File: src/rtl/cfg_port_pkg.sv
package cfg_port_pkg;
  localparam logic [31:0] FWD_MASK  = 32'h80FF_0000;
  localparam logic [31:0] FWD_MATCH = 32'h8000_0000;
  localparam logic [31:0] ALL_ONES  = 32'hFFFF_FFFF;
  localparam logic [31:0] SHORT_SEL = 32'h0000_FFFF;
  localparam logic [2:0]  LEN_DW    = 3'd4;

  // header bytes the target may be written at
  function automatic logic off_writable(input logic [7:0] off);
    return ((off >= 8'd4) && (off <= 8'd7)) || (off == 8'd12) ||
           (off == 8'd13) || (off > 8'd14);
  endfunction
endpackage

File: src/rtl/cfg_sel_reg.sv
module cfg_sel_reg (
  input  logic        clk_i,
  input  logic        rst_ni,
  input  logic        load_i,
  input  logic [31:0] wdata_i,
  output logic [31:0] sel_o
);
  always_ff @(posedge clk_i or negedge rst_ni) begin
    if (!rst_ni)     sel_o <= '0;
    else if (load_i) sel_o <= wdata_i;
  end


  sel_hold_chk: assert property (@(posedge clk_i) disable iff (!rst_ni)
    !load_i |=> $stable(sel_o));
endmodule

File: src/rtl/cfg_presence.sv
module cfg_presence #(
  parameter int unsigned IDX_W = 8,
  localparam int unsigned NUM  = 1 << IDX_W
) (
  input  logic             clk_i,
  input  logic             rst_ni,
  input  logic             reg_valid_i,
  input  logic [IDX_W-1:0] reg_idx_i,
  output logic             reg_ok_o,
  input  logic [IDX_W-1:0] look_idx_i,
  output logic             look_hit_o
);
  logic [NUM-1:0] occ_q;

  assign reg_ok_o   = reg_valid_i && !occ_q[reg_idx_i];
  assign look_hit_o = occ_q[look_idx_i];

  always_ff @(posedge clk_i or negedge rst_ni) begin
    if (!rst_ni)       occ_q <= '0;
    else if (reg_ok_o) occ_q[reg_idx_i] <= 1'b1;
  end


  reg_sets_chk: assert property (@(posedge clk_i) disable iff (!rst_ni)
    reg_ok_o |=> occ_q[$past(reg_idx_i)]);

  reg_idle_chk: assert property (@(posedge clk_i) disable iff (!rst_ni)
    !reg_valid_i |=> $stable(occ_q));
endmodule

File: src/rtl/cfg_fwd_decode.sv
module cfg_fwd_decode
  import cfg_port_pkg::*;
(
  input  logic [31:0] sel_i,
  input  logic [1:0]  lane_i,
  input  logic [2:0]  len_i,
  input  logic        present_i,
  output logic        fwd_ok_o,
  output logic [7:0]  devfn_o,
  output logic [7:0]  offset_o,
  output logic        wr_allow_o
);
  logic unused_sel;
  assign unused_sel = ^sel_i[1:0];

  assign devfn_o    = sel_i[15:8];
  assign offset_o   = {sel_i[7:2], 2'b00} + {6'd0, lane_i};
  assign fwd_ok_o   = ((sel_i & FWD_MASK) == FWD_MATCH) && present_i && (len_i <= LEN_DW);
  assign wr_allow_o = fwd_ok_o && off_writable(offset_o);
endmodule

File: src/rtl/cfg_port_decoder.sv
module cfg_port_decoder
  import cfg_port_pkg::*;
#(
  parameter logic [15:0] SEL_PORT  = 16'h0CF8,
  parameter logic [15:0] DATA_BASE = 16'h0CFC,
  parameter int unsigned DEVFN_W   = 8
) (
  input  logic               clk_i,
  input  logic               rst_ni,
  input  logic               io_valid_i,
  input  logic               io_write_i,
  input  logic [15:0]        io_port_i,
  input  logic [2:0]         io_len_i,
  input  logic [31:0]        io_wdata_i,
  output logic [31:0]        io_rdata_o,
  input  logic               reg_valid_i,
  input  logic [DEVFN_W-1:0] reg_devfn_i,
  output logic               reg_ok_o,
  output logic               tgt_rd_o,
  output logic               tgt_wr_o,
  output logic [7:0]         tgt_devfn_o,
  output logic [7:0]         tgt_offset_o,
  output logic [2:0]         tgt_len_o,
  output logic [31:0]        tgt_wdata_o,
  output logic               tgt_present_o,
  input  logic [31:0]        tgt_rdata_i,
  output logic [31:0]        data_mirror_o
);
  logic [31:0] sel_q;
  logic        sel_hit, data_hit, sel_load;
  logic        fwd_ok, wr_allow;
  logic [1:0]  lane;

  assign lane     = io_port_i[1:0];
  assign sel_hit  = io_valid_i && (io_port_i == SEL_PORT);
  assign data_hit = io_valid_i && (io_port_i[15:2] == DATA_BASE[15:2]);
  assign sel_load = sel_hit && io_write_i && (io_len_i == LEN_DW);

  cfg_sel_reg u_sel (
    .clk_i  (clk_i),
    .rst_ni (rst_ni),
    .load_i (sel_load),
    .wdata_i(io_wdata_i),
    .sel_o  (sel_q)
  );

  cfg_presence #(.IDX_W(DEVFN_W)) u_pres (
    .clk_i      (clk_i),
    .rst_ni     (rst_ni),
    .reg_valid_i(reg_valid_i),
    .reg_idx_i  (reg_devfn_i),
    .reg_ok_o   (reg_ok_o),
    .look_idx_i (tgt_devfn_o[DEVFN_W-1:0]),
    .look_hit_o (tgt_present_o)
  );

  cfg_fwd_decode u_dec (
    .sel_i     (sel_q),
    .lane_i    (lane),
    .len_i     (io_len_i),
    .present_i (tgt_present_o),
    .fwd_ok_o  (fwd_ok),
    .devfn_o   (tgt_devfn_o),
    .offset_o  (tgt_offset_o),
    .wr_allow_o(wr_allow)
  );

  assign tgt_rd_o    = data_hit && !io_write_i && fwd_ok;
  assign tgt_wr_o    = data_hit && io_write_i && wr_allow;
  assign tgt_len_o   = io_len_i;
  assign tgt_wdata_o = io_wdata_i;

  always_comb begin
    io_rdata_o = ALL_ONES;
    if (sel_hit)       io_rdata_o = (io_len_i == LEN_DW) ? sel_q : SHORT_SEL;
    else if (tgt_rd_o) io_rdata_o = tgt_rdata_i;
  end

  always_ff @(posedge clk_i or negedge rst_ni) begin
    if (!rst_ni)                      data_mirror_o <= '0;
    else if (data_hit && !io_write_i) data_mirror_o <= io_rdata_o;
    else if (tgt_wr_o)                data_mirror_o <= io_wdata_i << {lane, 3'b000};
  end


  wr_guard_chk: assert property (@(posedge clk_i) disable iff (!rst_ni)
    tgt_wr_o |-> !(tgt_offset_o <= 8'd3 || (tgt_offset_o >= 8'd8 && tgt_offset_o <= 8'd11)
                   || tgt_offset_o == 8'd14));

  rd_present_chk: assert property (@(posedge clk_i) disable iff (!rst_ni)
    (tgt_rd_o || tgt_wr_o) |-> (tgt_present_o && tgt_len_o <= 3'd4));

  one_strobe_chk: assert property (@(posedge clk_i) disable iff (!rst_ni)
    $onehot0({tgt_rd_o, tgt_wr_o}));

  mirror_hold_chk: assert property (@(posedge clk_i) disable iff (!rst_ni)
    (io_write_i && !tgt_wr_o) |=> $stable(data_mirror_o));
endmodule

File: config.mk
export PLATFORM = sky130hd
export DESIGN_NAME = cfg_port_decoder
export DESIGN_NICKNAME = d
export VERILOG_FILES = /design/src/rtl/cfg_port_pkg.sv /design/src/rtl/cfg_sel_reg.sv /design/src/rtl/cfg_presence.sv /design/src/rtl/cfg_fwd_decode.sv /design/src/rtl/cfg_port_decoder.sv
export SDC_FILE = /design/constraint.sdc
export NUM_CORES = 1
export LEC_CHECK = 0
export BUFFER_PORTS_ARGS = -buffer_cell sky130_fd_sc_hd__buf_2
export CORE_ASPECT_RATIO = 0.6
export CORE_MARGIN = 4
export CORE_UTILIZATION = 40
export DETAILED_ROUTE_END_ITERATION = 6
export MAX_ROUTING_LAYER = met4
export PLACE_DENSITY = 0.68
export SLEW_MARGIN = 15
export SYNTH_ARGS = -nofsm -noshare
export SYNTH_HDL_FRONTEND = slang
export SYNTH_SLANG_ARGS = --single-unit
File: constraint.sdc
create_clock -name clk_i -period 5.46 [get_ports clk_i]
set_clock_uncertainty 0.1 [all_clocks]
set_input_delay 0.273 -clock clk_i [delete_from_list [all_inputs] [get_ports clk_i]]
set_output_delay 0.273 -clock clk_i [all_outputs]
set_load 0.1 [all_outputs]
Yosys cells after proc, flatten, opt, wreduce, memory -nomap -nowiden. Index checks and enable logic that the tools add are counted.

$add $sub $neg: 1. Order comparisons: 7. Equality and inequality tests: 6. Shift operators: 1. Mux-type cells: 11. Bitwise gates (word level): 1. Reduce and logical (&&, ||, !) cells: 20.

Operators with widths (count): 256-bit OR (1); 32-bit two-way mux (5); 32-bit by 5-bit left shift with 32-bit output (1); 8-bit by 9-bit < comparator with 1-bit output, second input constant (2); 1-bit binary-select mux with 8-bit select (2); 16-bit by 12-bit equality test with 1-bit output, second input constant (1); 8-bit by 4-bit equality test with 1-bit output, second input constant (2); 14-bit by 10-bit equality test with 1-bit output, second input constant (1); 1-bit logical AND (14); 9-bit equality test, second input constant (1); 8-bit by 2-bit adder with 8-bit output (1); 1-bit demux with 8-bit select (1); 8-bit by 1-bit >= comparator with 1-bit output, second input constant (1); 8-bit by 3-bit >= comparator with 1-bit output, second input constant (1); 8-bit by 4-bit greater-than comparator with 1-bit output, second input constant (1); 8-bit by 3-bit less-or-equal comparator with 1-bit output, second input constant (1); 3-bit equality test, second input constant (1); 3-bit less-or-equal comparator, second input constant (1); 1-bit logical OR (3); 1-bit two-way mux (3); 1-bit zero test (2); 2-bit nonzero test (1).

Register bits: 320. Bits of input ports: 96.

Logic depth before layout (Yosys ltp).
Depth in word-level cells: 10. Gate-level depth with buffers: 13. Depth with buffers taken out: 8.

By module. From an unflattened synthesis, not the netlist that was laid out.

Cell total of the unflattened synthesis: 1687. Area, all modules: 19728.9 µm².

By module, submodules not included: cfg_presence (instances 1, cells an instance 1236, area an instance 15264.6 µm², seq. area each 6406.1 µm²); cfg_port_decoder (instances 1, cells an instance 356, area an instance 2934.1 µm², seq. area each 800.8 µm²); cfg_sel_reg (instances 1, cells an instance 68, area an instance 1345.0 µm², seq. area each 800.8 µm²); cfg_fwd_decode (instances 1, cells an instance 27, area an instance 185.2 µm², seq. area each 0.0 µm²).

Worst setup path after synthesis. Ideal clock, no wire load.

Path type: reg-to-output. Start point: reg u_sel.sel_o[9]. End point: out io_rdata_o[19]. Arrival: 4709 ps. Data required time: 5087 ps. Path slack: 378 ps. Stages on the path, launching flop included: 13. Path buffers: 4. Path through: dfrtp_1 buf_2 clkbuf_1 clkbuf_1 mux4_2 mux2i_1 nand2_1 a31oi_1 nand4_1 nand4_1 clkbuf_1 nor2_1 o21ai_0.

Longest elaborated chain between the ends: 7.

Ends and longest elaborated chain: from (decl) (RTL line cfg_sel_reg.sv:6) `output logic [31:0] sel_o`; from (signal assigned) (RTL line cfg_sel_reg.sv:10) `else if (load_i) sel_o <= wdata_i;`; 1-bit binary-select mux with 8-bit select (RTL line cfg_presence.sv:16) `assign look_hit_o = occ_q[look_idx_i];`; 1-bit two-way mux (not written as such) (RTL line cfg_presence.sv:16); 1-bit logical AND (2 in a row) (RTL line cfg_fwd_decode.sv:18) `assign fwd_ok_o = ((sel_i & FWD_MASK) == FWD_MATCH) && present_i && (len_i <= LEN_DW);`; 1-bit logical AND (RTL line cfg_port_decoder.sv:68) `assign tgt_rd_o = data_hit && !io_write_i && fwd_ok;`; 32-bit two-way mux (RTL line cfg_port_decoder.sv:76) `else if (tgt_rd_o) io_rdata_o = tgt_rdata_i;`; 32-bit two-way mux (RTL line cfg_port_decoder.sv:75) `if (sel_hit) io_rdata_o = (io_len_i == LEN_DW) ? sel_q : SHORT_SEL;`; to (decl) (RTL line cfg_port_decoder.sv:15) `output logic [31:0] io_rdata_o,`.

No other way between the ends. The select of a mux whose other input is x is not followed.

Worst setup path in the final report.
Start point: reg u_sel.sel_o[10]. End point: out io_rdata_o[27].

Same word-level chain as after synthesis.

==> results.txt <==
Status -> complete, no violations
Die height -> 169 um
Final period util -> 0.964
Average size of a mapped cell -> 12.4 um^2
Wire per inst -> 26.5 um
Cells along the critical path -> mux4_2, mux2i_1, nor4_1, a2111oi_0, a32oi_1, nand4_1, buf_4, nor2_1, o21ai_0, buf_2
Main flop type after synthesis -> dfrtp_1
Initial antenna violation count -> 2
Total GRT Usage -> 0.244
CP max-delay cell -> dfrtp_4
DR vias -> 13757
Skew-Pair Late Insertion Delay -> 0.58 ns
FFs w/ async S/R, synth -> 1.00
Post-layout nets -> 1671
EDFF count, synth -> 0
Synth top area cells -> dfrtp_1 (46%), mux4_2 (17%), a21o_1 (9.7%), mux2i_1 (3.8%), mux2_2 (2.5%)
Drt total wl -> 57400 um
Clock Pin Slew Worst Setup and Hold Paths -> 0.06 ns
CTS tree -> yes
Post-synth top area share -> 0.462
Cell taking the most area after synthesis -> dfrtp_1
Final setup viols -> 0
Max frequency -> 190 MHz
Synthesized area -> 17300 um^2
Total of max-cap violations -> 0
Pleak -> 10.6 nW
Fin area -> 20400 um^2
Post-Syn Instances -> 1396
H-Tree Depth -> 1
Dpl hpwl -> 38900 um
R2R Setup Slk -> 0.44 ns
Starting Density -> 0.410
Unrepaired setup endpoints after global routing -> false
Vias per inst -> 6.34
1st-iter DRT viols -> 1838
Footprint of the multi-input gates -> 8430 um^2
Final-layout fill cell count -> 3642
Least-Margin Pin Slew -> 1.26 ns
Synth warnings -> 0
Worst min path class -> in -> reg
Largest net degree at the start of global routing -> 132
Drt pass-1 iters -> 6
Worst r2r src -> u_sel.sel_o[10]$_DFFE_PN0P_
Reg area -> 8020 um^2
Setup CP Type -> reg -> out
GP Congestion -> 0.938
Yosys cell types -> 54
Final hold vios -> 0
Chip width -> 277 um
CTS max path bufs -> 3
PD cells -> 279 nW/um^2
DRC Markers -> 0
Critical path required time -> 5.09 ns
# port buffers -> 214
Final ANT Viol Nets -> 0
DP Area -> 18600 um^2
Slew HR -> 0.155
IO Count -> 215
Total gr overflow -> 0
Worst setup path startpoint -> u_sel.sel_o[10]$_DFFE_PN0P_
Share of cells above drive strength 1 -> 0.316
FP Rows -> 58
Delay of the slowest critical-path stage -> 1.00 ns
Core area -> 42300 um^2
Global-route wire length before repair -> 86300 um
Vias in the first global route -> 13458
FF+latch count, synth -> 320
Proportion of synthesized chip area in sequential cells -> 0.462
Worst setup SP type -> flop
Total Neg Setup Slack -> 0 ns
CTS Buf Count -> 30
Syn Nets -> 1492
Area growth, synth to finish -> 17.7%
Crit Path Max Fanout -> 49
WHS Path Cells -> 2
Final Max Slew Viols -> 0
Worst vdd ir -> 0.000185 V
Die area -> 46800 um^2
R2r worst-path depth -> 11
Crit path DAT -> 4.89 ns
R2R Path End -> data_mirror_o[3]$_DFFE_PN0P_
CP endpoint kind -> output port
CTS sink count -> 320
Tmin final -> 5.26 ns
Crit path to -> io_rdata_o[27]
Clock root cell -> clkbuf_16
-- sequential cells by signal (all words and copies together) (netlist names) --
name,flops
u_pres.occ_q,256
u_sel.sel_o,32
data_mirror_o,32
-- worst min-delay path by stage --
| stage | startpoint | end | slack (ns) |
|---|---|---|---|
| floorplan | rst_ni | data_mirror_o[0]$_DFFE_PN0P_ | -0.12 |
| CTS | io_wdata_i[5] | u_sel.sel_o[5]$_DFFE_PN0P_ | 0.006 |
| global placement | rst_ni | u_pres.occ_q[240]$_DFFE_PN0P_ | 0.16 |
| finish | io_wdata_i[5] | u_sel.sel_o[5]$_DFFE_PN0P_ | 0.07 |
| global route | io_wdata_i[5] | u_sel.sel_o[5]$_DFFE_PN0P_ | 0.05 |
| detailed placement | rst_ni | u_pres.occ_q[240]$_DFFE_PN0P_ | 0.16 |
-- kinds of logic after synthesis --
family                 after synthesis  synth area share
AO/OA/AOI/OAI                      417             0.175
buffers and inverters              183            0.0558
flip-flops                         320             0.462
multiplexers                       236             0.234
AND/OR/NAND/NOR                    240            0.0735
-- worst max-delay path: cells and delay by family (launching register included) --
| family | cells | cell delay, ns |
|---|---|---|
| flops | 1 | 1.00 |
| compound gates | 3 | 1.31 |
| buf+inv | 2 | 0.86 |
| simple gates | 3 | 0.31 |
| mux | 2 | 0.78 |
-- where the power goes --
part	internal, mW	leakage, nW	switching, mW	total (mW)
logic	0.327	5.75	0.448	0.775
clock network	1.32	0.521	0.943	2.27
registers	2.51	4.38	0.128	2.64
-- cell type report --
| cell class | count | share of cell area |
|---|---|---|
| clock inverter | 16 | 0.0105 |
| multi-input combinational | 893 | 0.413 |
| antenna | 3 | 0.000368 |
| sequential | 320 | 0.393 |
| timing repair buffer | 316 | 0.104 |
| inverter | 14 | 0.00258 |
| clock buffer | 38 | 0.0413 |
| tap | 570 | 0.0350 |
-- cell usage after synthesis (10+ instances only) --
master / instances
nand2_1: 45
buf_1: 10
mux2_2: 39
nor3_1: 14
buf_2: 19
buf_4: 58
or2_2: 11
a21o_1: 224
o21ai_0: 39
a21oi_1: 16
mux4_2: 131
nand2b_1: 10
nor2b_1: 22
a211oi_1: 14
and3_1: 13
o21bai_1: 32
mux2i_1: 66
nand3_1: 27
inv_1: 14
o31ai_1: 10
clkbuf_1: 77
nor2_1: 59
o211ai_1: 19
dfrtp_1: 320
o22a_1: 14
-- per-stage QoR --
step	std cells	hold WS [ns]	total power, mW	setup slack, ns	util
after CTS	2166	0.00639	5.70	0.217	0.481
after global routing	2169	0.0465	5.87	0.0590	0.482
final	2170	0.0732	5.68	0.198	0.482
after floorplan	1396	-0.123	3.15	0.378	-
after global placement	2043	0.159	3.38	0.842	0.440
after detailed placement	2043	0.162	3.40	0.849	0.440
-- routing by layer --
metal | part of all wire | global-route usage | vias to the layer above
li1 | - | - | 5593
met1 | 0.43 | 0.352 | 7201
met2 | 0.43 | 0.330 | 854
met3 | 0.13 | 0.0976 | 109
met4 | 0.017 | 0.0396 | 0
met5 | 0 | - | -
-- what timing repair did --
| item | in CTS | in global routing |
|---|---|---|
| setup endpoints to repair | 0 | 12 |
| gates resized for setup | 0 | 0 |
| endpoints found under the hold margin | 123 | 0 |
| setup buffers | 0 | 1 |
| hold buffers | 69 | 0 |
-- cells in the final DEF, fill, tap and decap left out, types with 16 or more instances in the layout --
cell | netlist | routed
a21oi_1 | 16 | 16
clkbuf_16 | 0 | 31
nand2_1 | 45 | 45
mux2i_1 | 66 | 66
o21bai_1 | 32 | 32
a21o_1 | 224 | 224
o211ai_1 | 19 | 19
dlygate4sd3_1 | 0 | 69
mux2_2 | 39 | 39
buf_2 | 19 | 211
nand3_1 | 27 | 27
nor2_1 | 59 | 55
nor2b_1 | 22 | 22
dfrtp_1 | 320 | 318
mux4_2 | 131 | 131
o21ai_0 | 39 | 39
buf_4 | 58 | 28
(Power assumes the default switching activity.)
